**config.mk**
```make
export PLATFORM = sky130hd
export DESIGN_NAME = uart_cmdstat
export DESIGN_NICKNAME = d
export VERILOG_FILES = /design/src/rtl/uart_cs_pkg.sv /design/src/rtl/uart_cs_tick.sv /design/src/rtl/uart_cs_tx.sv /design/src/rtl/uart_cs_rx.sv /design/src/rtl/uart_cmdstat.sv
export SDC_FILE = /design/constraint.sdc
export NUM_CORES = 1
export LEC_CHECK = 0
export ABC_AREA = 1
export BUFFER_PORTS_ARGS = -buffer_cell sky130_fd_sc_hd__buf_2
export CAP_MARGIN = 20
export CORE_MARGIN = 2
export CORE_UTILIZATION = 62
export CTS_CLUSTER_SIZE = 40
export DETAILED_ROUTE_END_ITERATION = 7
export HOLD_SLACK_MARGIN = 0.05
export MAX_ROUTING_LAYER = met4
export PLACE_DENSITY = 0.81
export SETUP_SLACK_MARGIN = 0.2
export SLEW_MARGIN = 15
export SYNTH_ARGS = -nofsm -noshare
export SYNTH_HDL_FRONTEND = slang
export SYNTH_SLANG_ARGS = --single-unit
export TNS_END_PERCENT = 50
```
**constraint.sdc**
```tcl
create_clock -name clk -period 4.7 [get_ports clk]
set_input_delay 0.94 -clock clk [delete_from_list [all_inputs] [get_ports clk]]
set_output_delay 0.94 -clock clk [all_outputs]
set_load 0.01 [all_outputs]
```
**src/rtl/uart_cs_pkg.sv**
```systemverilog
package uart_cs_pkg;

    localparam int CMD_TXEN  = 0;
    localparam int CMD_DTR   = 1;
    localparam int CMD_RXEN  = 2;
    localparam int CMD_BRK   = 3;
    localparam int CMD_ECLR  = 4;
    localparam int CMD_RTS   = 5;
    localparam int CMD_IRST  = 6;

    localparam int ST_TXRDY  = 0;
    localparam int ST_RXRDY  = 1;
    localparam int ST_TXMT   = 2;
    localparam int ST_PERR   = 3;
    localparam int ST_OERR   = 4;
    localparam int ST_FERR   = 5;
    localparam int ST_SYNC   = 6;
    localparam int ST_DSR    = 7;

    localparam int OVERSAMPLE = 16;

    typedef struct packed {
        logic txen;
        logic dtr;
        logic rxen;
        logic brk;
        logic rts;
    } cmd_t;

    typedef enum logic [2:0] {
        RX_IDLE,
        RX_START,
        RX_DATA,
        RX_PAR,
        RX_STOP,
        RX_WAIT
    } rx_state_e;

endpackage

```
**src/rtl/uart_cs_tick.sv**
```systemverilog
module uart_cs_tick #(
    parameter int CLK_PER_TICK = 2
) (
    input  logic clk,
    input  logic rst_n,
    output logic tick
);
    generate
        if (CLK_PER_TICK <= 1) begin : g_every
            assign tick = 1'b1;
        end else begin : g_div
            localparam int CW = $clog2(CLK_PER_TICK);
            localparam logic [CW-1:0] LAST = CW'(CLK_PER_TICK - 1);
            logic [CW-1:0] cnt_d, cnt_q;

            always_comb begin
                cnt_d = (cnt_q == LAST) ? '0 : cnt_q + 1'b1;
            end

            always_ff @(posedge clk or negedge rst_n) begin
                if (!rst_n) cnt_q <= '0;
                else        cnt_q <= cnt_d;
            end

            assign tick = (cnt_q == LAST);
        end
    endgenerate
endmodule

```
**src/rtl/uart_cs_tx.sv**
```systemverilog
module uart_cs_tx #(
    parameter int DATA_BITS = 8,
    parameter int PARITY_EN = 1
) (
    input  logic                 clk,
    input  logic                 rst_n,
    input  logic                 flush,
    input  logic                 tick,
    input  logic                 load,
    input  logic [DATA_BITS-1:0] data,
    output logic                 busy,
    output logic                 line
);
    import uart_cs_pkg::*;

    localparam int FRAME = DATA_BITS + 2 + ((PARITY_EN != 0) ? 1 : 0);
    localparam int BW    = $clog2(FRAME + 1);

    typedef struct packed {
        logic             busy;
        logic [FRAME-1:0] shift;
        logic [3:0]       tcnt;
        logic [BW-1:0]    bleft;
    } tx_t;

    tx_t q, d;
    logic [FRAME-1:0] frame;

    always_comb begin
        frame = '1;
        frame[0] = 1'b0;
        frame[DATA_BITS:1] = data;
        if (PARITY_EN != 0) frame[DATA_BITS+1] = ^data;
    end

    always_comb begin
        d = q;
        if (flush) begin
            d.busy  = 1'b0;
            d.shift = '1;
            d.tcnt  = '0;
            d.bleft = '0;
        end else if (load && !q.busy) begin
            d.busy  = 1'b1;
            d.shift = frame;
            d.tcnt  = '0;
            d.bleft = BW'(FRAME);
        end else if (q.busy && tick) begin
            if (q.tcnt == 4'(OVERSAMPLE - 1)) begin
                d.tcnt  = '0;
                d.shift = {1'b1, q.shift[FRAME-1:1]};
                d.bleft = q.bleft - 1'b1;
                if (q.bleft == BW'(1)) d.busy = 1'b0;
            end else begin
                d.tcnt = q.tcnt + 1'b1;
            end
        end
    end

    always_ff @(posedge clk or negedge rst_n) begin
        if (!rst_n) begin
            q.busy  <= 1'b0;
            q.shift <= '1;
            q.tcnt  <= '0;
            q.bleft <= '0;
        end else begin
            q <= d;
        end
    end

    assign busy = q.busy;
    assign line = q.busy ? q.shift[0] : 1'b1;
endmodule

```
**src/rtl/uart_cs_rx.sv**
```systemverilog
module uart_cs_rx #(
    parameter int DATA_BITS = 8,
    parameter int PARITY_EN = 1
) (
    input  logic                 clk,
    input  logic                 rst_n,
    input  logic                 flush,
    input  logic                 tick,
    input  logic                 enable,
    input  logic                 rx_in,
    output logic                 char_valid,
    output logic [DATA_BITS-1:0] char_data,
    output logic                 char_perr,
    output logic                 char_ferr
);
    import uart_cs_pkg::*;

    localparam int BW = (DATA_BITS > 1) ? $clog2(DATA_BITS) : 1;
    localparam logic [3:0] MID  = 4'(OVERSAMPLE / 2 - 1);
    localparam logic [3:0] LAST = 4'(OVERSAMPLE - 1);

    typedef struct packed {
        logic [1:0]           sync;
        rx_state_e            state;
        logic [3:0]           tcnt;
        logic [BW-1:0]        bidx;
        logic [DATA_BITS-1:0] shreg;
        logic                 par_bad;
        logic                 valid;
        logic [DATA_BITS-1:0] data;
        logic                 perr;
        logic                 ferr;
    } rx_t;

    rx_t q, d;
    logic rx_s;

    assign rx_s = q.sync[1];

    always_comb begin
        d = q;
        d.sync  = {q.sync[0], rx_in};
        d.valid = 1'b0;
        if (flush) begin
            d.state = RX_IDLE;
            d.tcnt  = '0;
        end else begin
            case (q.state)
                RX_IDLE: begin
                    if (tick && enable && !rx_s) begin
                        d.state   = RX_START;
                        d.tcnt    = '0;
                        d.par_bad = 1'b0;
                    end
                end
                RX_START: begin
                    if (tick) begin
                        if (q.tcnt == MID) begin
                            d.tcnt  = '0;
                            d.bidx  = '0;
                            d.state = rx_s ? RX_IDLE : RX_DATA;
                        end else begin
                            d.tcnt = q.tcnt + 1'b1;
                        end
                    end
                end
                RX_DATA: begin
                    if (tick) begin
                        if (q.tcnt == LAST) begin
                            d.tcnt  = '0;
                            d.shreg = {rx_s, q.shreg[DATA_BITS-1:1]};
                            if (q.bidx == BW'(DATA_BITS - 1))
                                d.state = (PARITY_EN != 0) ? RX_PAR : RX_STOP;
                            else
                                d.bidx = q.bidx + 1'b1;
                        end else begin
                            d.tcnt = q.tcnt + 1'b1;
                        end
                    end
                end
                RX_PAR: begin
                    if (tick) begin
                        if (q.tcnt == LAST) begin
                            d.tcnt    = '0;
                            d.par_bad = rx_s ^ (^q.shreg);
                            d.state   = RX_STOP;
                        end else begin
                            d.tcnt = q.tcnt + 1'b1;
                        end
                    end
                end
                RX_STOP: begin
                    if (tick) begin
                        if (q.tcnt == LAST) begin
                            d.tcnt  = '0;
                            d.valid = 1'b1;
                            d.data  = q.shreg;
                            d.perr  = q.par_bad;
                            d.ferr  = !rx_s;
                            d.state = rx_s ? RX_IDLE : RX_WAIT;
                        end else begin
                            d.tcnt = q.tcnt + 1'b1;
                        end
                    end
                end
                RX_WAIT: begin
                    if (rx_s) d.state = RX_IDLE;
                end
                default: d.state = RX_IDLE;
            endcase
        end
    end

    always_ff @(posedge clk or negedge rst_n) begin
        if (!rst_n) begin
            q.sync    <= 2'b11;
            q.state   <= RX_IDLE;
            q.tcnt    <= '0;
            q.bidx    <= '0;
            q.shreg   <= '0;
            q.par_bad <= 1'b0;
            q.valid   <= 1'b0;
            q.data    <= '0;
            q.perr    <= 1'b0;
            q.ferr    <= 1'b0;
        end else begin
            q <= d;
        end
    end

    assign char_valid = q.valid;
    assign char_data  = q.data;
    assign char_perr  = q.perr;
    assign char_ferr  = q.ferr;
endmodule

```
**src/rtl/uart_cmdstat.sv**
```systemverilog
module uart_cmdstat #(
    parameter int DATA_BITS    = 8,
    parameter int PARITY_EN    = 1,
    parameter int CLK_PER_TICK = 2
) (
    input  logic       clk,
    input  logic       rst_n,
    input  logic       bus_sel,
    input  logic       bus_wr,
    input  logic       bus_rd,
    input  logic       bus_addr,
    input  logic [7:0] bus_wdata,
    output logic [7:0] bus_rdata,
    output logic       ser_tx,
    input  logic       ser_rx,
    input  logic       dsr_n_in,
    output logic       dtr_n_out,
    output logic       rts_n_out
);
    import uart_cs_pkg::*;

    localparam int BUS_W = 8;

    typedef struct packed {
        cmd_t                 cmd;
        logic [DATA_BITS-1:0] hold;
        logic                 hold_full;
        logic [DATA_BITS-1:0] rxbuf;
        logic                 rx_full;
        logic                 perr;
        logic                 oerr;
        logic                 ferr;
        logic [1:0]           dsr_sync;
    } top_t;

    top_t q, d;

    logic                 tick;
    logic                 wr_data, wr_cmd, rd_data;
    logic                 irst;
    logic                 tx_load, tx_busy, tx_line;
    logic                 char_valid, char_perr, char_ferr;
    logic [DATA_BITS-1:0] char_data;
    logic [BUS_W-1:0]     status;

    // Signals shared with the bound checker
    logic                 rx_full_w, hold_full_w, brk_w;
    logic [2:0]           err_w;

    assign wr_data = bus_sel && bus_wr && !bus_addr;
    assign wr_cmd  = bus_sel && bus_wr &&  bus_addr;
    assign rd_data = bus_sel && bus_rd && !bus_addr;
    assign irst    = wr_cmd && bus_wdata[CMD_IRST];
    assign tx_load = tick && !tx_busy && q.hold_full && q.cmd.txen;

    uart_cs_tick #(.CLK_PER_TICK(CLK_PER_TICK)) i_tick (
        .clk  (clk),
        .rst_n(rst_n),
        .tick (tick)
    );

    uart_cs_tx #(.DATA_BITS(DATA_BITS), .PARITY_EN(PARITY_EN)) i_tx (
        .clk  (clk),
        .rst_n(rst_n),
        .flush(irst),
        .tick (tick),
        .load (tx_load),
        .data (q.hold),
        .busy (tx_busy),
        .line (tx_line)
    );

    uart_cs_rx #(.DATA_BITS(DATA_BITS), .PARITY_EN(PARITY_EN)) i_rx (
        .clk       (clk),
        .rst_n     (rst_n),
        .flush     (irst),
        .tick      (tick),
        .enable    (q.cmd.rxen),
        .rx_in     (ser_rx),
        .char_valid(char_valid),
        .char_data (char_data),
        .char_perr (char_perr),
        .char_ferr (char_ferr)
    );

    always_comb begin
        d = q;
        d.dsr_sync = {q.dsr_sync[0], ~dsr_n_in};

        // transmit holding buffer
        if (tx_load) d.hold_full = 1'b0;
        if (wr_data && !q.hold_full) begin
            d.hold      = bus_wdata[DATA_BITS-1:0];
            d.hold_full = 1'b1;
        end

        // receive buffer and error flags
        if (rd_data) d.rx_full = 1'b0;
        if (char_valid) begin
            if (q.rx_full && !rd_data) d.oerr = 1'b1;
            d.rxbuf   = char_data;
            d.rx_full = 1'b1;
            if (char_perr) d.perr = 1'b1;
            if (char_ferr) d.ferr = 1'b1;
        end

        // command register
        if (irst) begin
            d.cmd       = '0;
            d.hold_full = 1'b0;
            d.rx_full   = 1'b0;
            d.perr      = 1'b0;
            d.oerr      = 1'b0;
            d.ferr      = 1'b0;
        end else if (wr_cmd) begin
            d.cmd.txen = bus_wdata[CMD_TXEN];
            d.cmd.dtr  = bus_wdata[CMD_DTR];
            d.cmd.rxen = bus_wdata[CMD_RXEN];
            d.cmd.brk  = bus_wdata[CMD_BRK];
            d.cmd.rts  = bus_wdata[CMD_RTS];
            if (bus_wdata[CMD_ECLR]) begin
                d.perr = 1'b0;
                d.oerr = 1'b0;
                d.ferr = 1'b0;
            end
        end
    end

    always_ff @(posedge clk or negedge rst_n) begin
        if (!rst_n) begin
            q.cmd       <= '0;
            q.hold      <= '0;
            q.hold_full <= 1'b0;
            q.rxbuf     <= '0;
            q.rx_full   <= 1'b0;
            q.perr      <= 1'b0;
            q.oerr      <= 1'b0;
            q.ferr      <= 1'b0;
            q.dsr_sync  <= 2'b00;
        end else begin
            q <= d;
        end
    end

    always_comb begin
        status           = '0;
        status[ST_TXRDY] = !q.hold_full;
        status[ST_RXRDY] = q.rx_full;
        status[ST_TXMT]  = !q.hold_full && !tx_busy;
        status[ST_PERR]  = q.perr;
        status[ST_OERR]  = q.oerr;
        status[ST_FERR]  = q.ferr;
        status[ST_SYNC]  = 1'b0;
        status[ST_DSR]   = q.dsr_sync[1];
    end

    assign bus_rdata   = bus_addr ? status : BUS_W'(q.rxbuf);
    assign ser_tx      = q.cmd.brk ? 1'b0 : tx_line;
    assign dtr_n_out   = ~q.cmd.dtr;
    assign rts_n_out   = ~q.cmd.rts;

    assign rx_full_w   = q.rx_full;
    assign hold_full_w = q.hold_full;
    assign brk_w       = q.cmd.brk;
    assign err_w       = {q.ferr, q.oerr, q.perr};
endmodule

```
==> results.ini <==
[setup_path]
start_kind = primary input
slowest_delay_ps = 220
slowest_stage = buf_2
end_kind = output port
cp-endpoint = bus_rdata[2]
r2r_cells = 5
critPathRequiredTime_ps = 3760
startpoint = bus_addr
path_cells = buf_2, nand2_1, o22ai_1, buf_2
cp_max_fo = 16
cp.arrival_ps = 1520
crit_type = in2out
r2r-end = i_rx.char_data[5]
ff2ff_setup_slack_ps = 2510
cp_common_cell = buf_2
reg2reg_from = i_rx.q[23]

[logic_synthesis]
synthTopCellsByCount = nand2_1 (139), dfrtp_1 (68), inv_1 (63)
syn_area_sq_um = 4060
synth_cell_types = 31
ys.flop_type = dfrtp_1
synth_edf_count = 0
yosysMostFrequentCell = nand2_1
synth_top_area_cell = dfrtp_1
yosysSeqAreaShare_pct = 49.7
syn_inst = 505
synth_seq_cells = 80
ys_async_sr_fraction_pct = 100
yosys_warnings = 0
yosys-top-cells-area = dfrtp_1 (42%), nand2_1 (13%), dfstp_2 (7.8%)
syn_nets = 527
synth_top_area_share_pct = 41.9
syn_avg_cell_area_sq_um = 8.04

[routing]
dr.first_iter.drc_count = 91
drc = 0
first_pass_iters = 4
vias_per_cell = 5.26
detailroute.via_count = 3208
routedWlPerCell_um = 12.8
ant_nets = 0
routed_wl_mm = 7.79

[pwr]
power_density_nw_per_um2 = 524
leakage_nw = 2.28
vdd_drop_max_mv = 0.410

[clocking]
post-cts-setup-buffers = 0
numCtsBuffers = 9
cts_resized = 0
hold_buffers = 0
clock-sinks = 80
clkTransAtPathRegs_ps = 80
cts_root_buf = clkbuf_8
clk_latency_ps = 360
clockBufferDepth = 2
cts_tree = yes
htreeDepth = 3

[layout]
fin_area_sq_um = 4450
syn_to_final_growth_pct = 9.55
drive_above_1_share_pct = 13.5
nets = 550
n_antenna_cell = 0

[sta]
maxSlewHeadroom_pct = 55.8
rsz0062_at_grt = false
setup_violations = 0
finalSetupTns_ps = 0
finClkSkew_ps = 3.85
setup_slack_ps = 2240
hold_ws_ps = 355
hold_violations = 0
finalCritPeriodShare_pct = 52.2
worst_slew_pin_slew_ps = 660
max_freq_ghz = 0.407
timing.final.crit_period_ps = 2460
finalMaxSlewViolations = 0

[global_routing]
grt_max_degree = 81
overflow = 0
grtUsageTotal_pct = 24.7
grt_pass1_vias = 3040
grt_pass1_wl_mm = 13.6
antenna_found_initial = 0

[floorplan]
die_w_um = 84.9
io_pins = 27
start_util_pct = 64.0
die_h_um = 84.9
dieArea_sq_um = 7210
row_count = 29
core_area_sq_um = 6350

[flow_run]
maxCapViolCount = 0

[placement]
dp_slack_ps = 1980
portBuffers = 26
dp_hpwl_mm = 5.64
place.gp.congestion = 0.896
place_area_sq_um = 4210

[run_status]
outcome = finished clean

[hold_path]
hold_path_class = reg2reg

per-stage QoR:
stage | total power [mW] | utilization [%] | std cells
after floorplan | 1.58 | - | 505
after global placement | 1.73 | 66.2 | 593
final | 2.33 | 70.1 | 610
after global routing | 2.52 | 70.1 | 610
after CTS | 2.34 | 69.8 | 609
after detailed placement | 1.77 | 66.2 | 593
area by class of cell:
class | instances | area (sq um)
Clock buffer | 9 | 124
Multi-Input combinational cell | 341 | 1700
Fill cell | 511 | 1900
Clock inverter | 7 | 100
Timing Repair Buffer | 27 | 153
Tap cell | 77 | 96.3
Sequential cell | 80 | 2020
Inverter | 69 | 262
power by group:
group	leakage, nW	switching (mW)	internal [mW]
combinational	1.14	0.467	0.293
clock	0.115	0.269	0.305
sequential	1.02	0.133	0.865
total	2.28	0.869	1.46
placed cells by master, fill, tap and decap left out:
cell type,n
dfrtp_1,68
a21oi_1,12
clkinv_2,1
inv_2,5
buf_2,25
inv_4,1
nand3_1,37
xnor2_1,7
bufinv_16,2
dfstp_2,12
nor2_1,29
o211ai_1,2
nand2_4,1
nand3b_1,2
nand2_1,139
xor2_1,7
nand4_1,7
o22ai_1,5
clkbuf_8,9
o31ai_1,3
inv_6,3
nor2_2,2
o21ai_0,53
nor3_1,3
nand2b_1,1
nand3_4,1
buf_12,1
buf_4,1
clkinv_4,1
ha_1,6
inv_1,63
nor3_4,1
o21ai_1,17
mux2_2,3
nor2_4,3
registers in the layout, indices dropped and copies added (netlist names):
name,flops
i_tx.q,18
i_rx.char_ferr,1
i_tx.busy,1
i_rx.char_valid,1
q,21
d,1
i_rx.char_data,8
i_rx.d,1
err_w,3
hold_full_w,1
rx_full_w,1
i_tick.tick,1
i_rx.char_perr,1
i_rx.q,20
brk_w,1
routing by layer:
layer	vias up	GRT usage, %	share of wire [%]
li1	1675	-	-
met1	1474	31.8	47
met2	45	38.8	47
met3	14	5.06	3.5
met4	0	9.52	1.9
met5	-	-	0
logic make-up (layout without fill, tap and decap cells):
family,Yosys count,in the layout,synth area share (%)
adder cells (fa/ha/maj),6,6,1.85
flip-flops,80,80,49.7
buffers and inverters,84,112,8.53
multiplexers,3,3,0.832
AND/OR/NAND/NOR,226,226,24.3
XOR/XNOR,14,14,3.02
AO/OA/AOI/OAI,92,92,11.8
worst min path at each step:
stage,to,from,cells past startpoint,slack (ps)
floorplan,q[1],d[1],0,330
global placement,q[1],d[1],0,340
detailed placement,q[1],d[1],0,340
CTS,q[1],d[1],0,360
global route,i_rx.q[31],i_rx.d[31],0,360
finish,q[1],d[1],0,350
worst max-delay path: cells and delay by family:
family / cells / cell delay, ps
buffers and inverters: 2 / 370
AO/OA/AOI/OAI: 1 / 110
AND/OR/NAND/NOR: 1 / 100
Note: power is estimated with default switching activity, not from simulation.
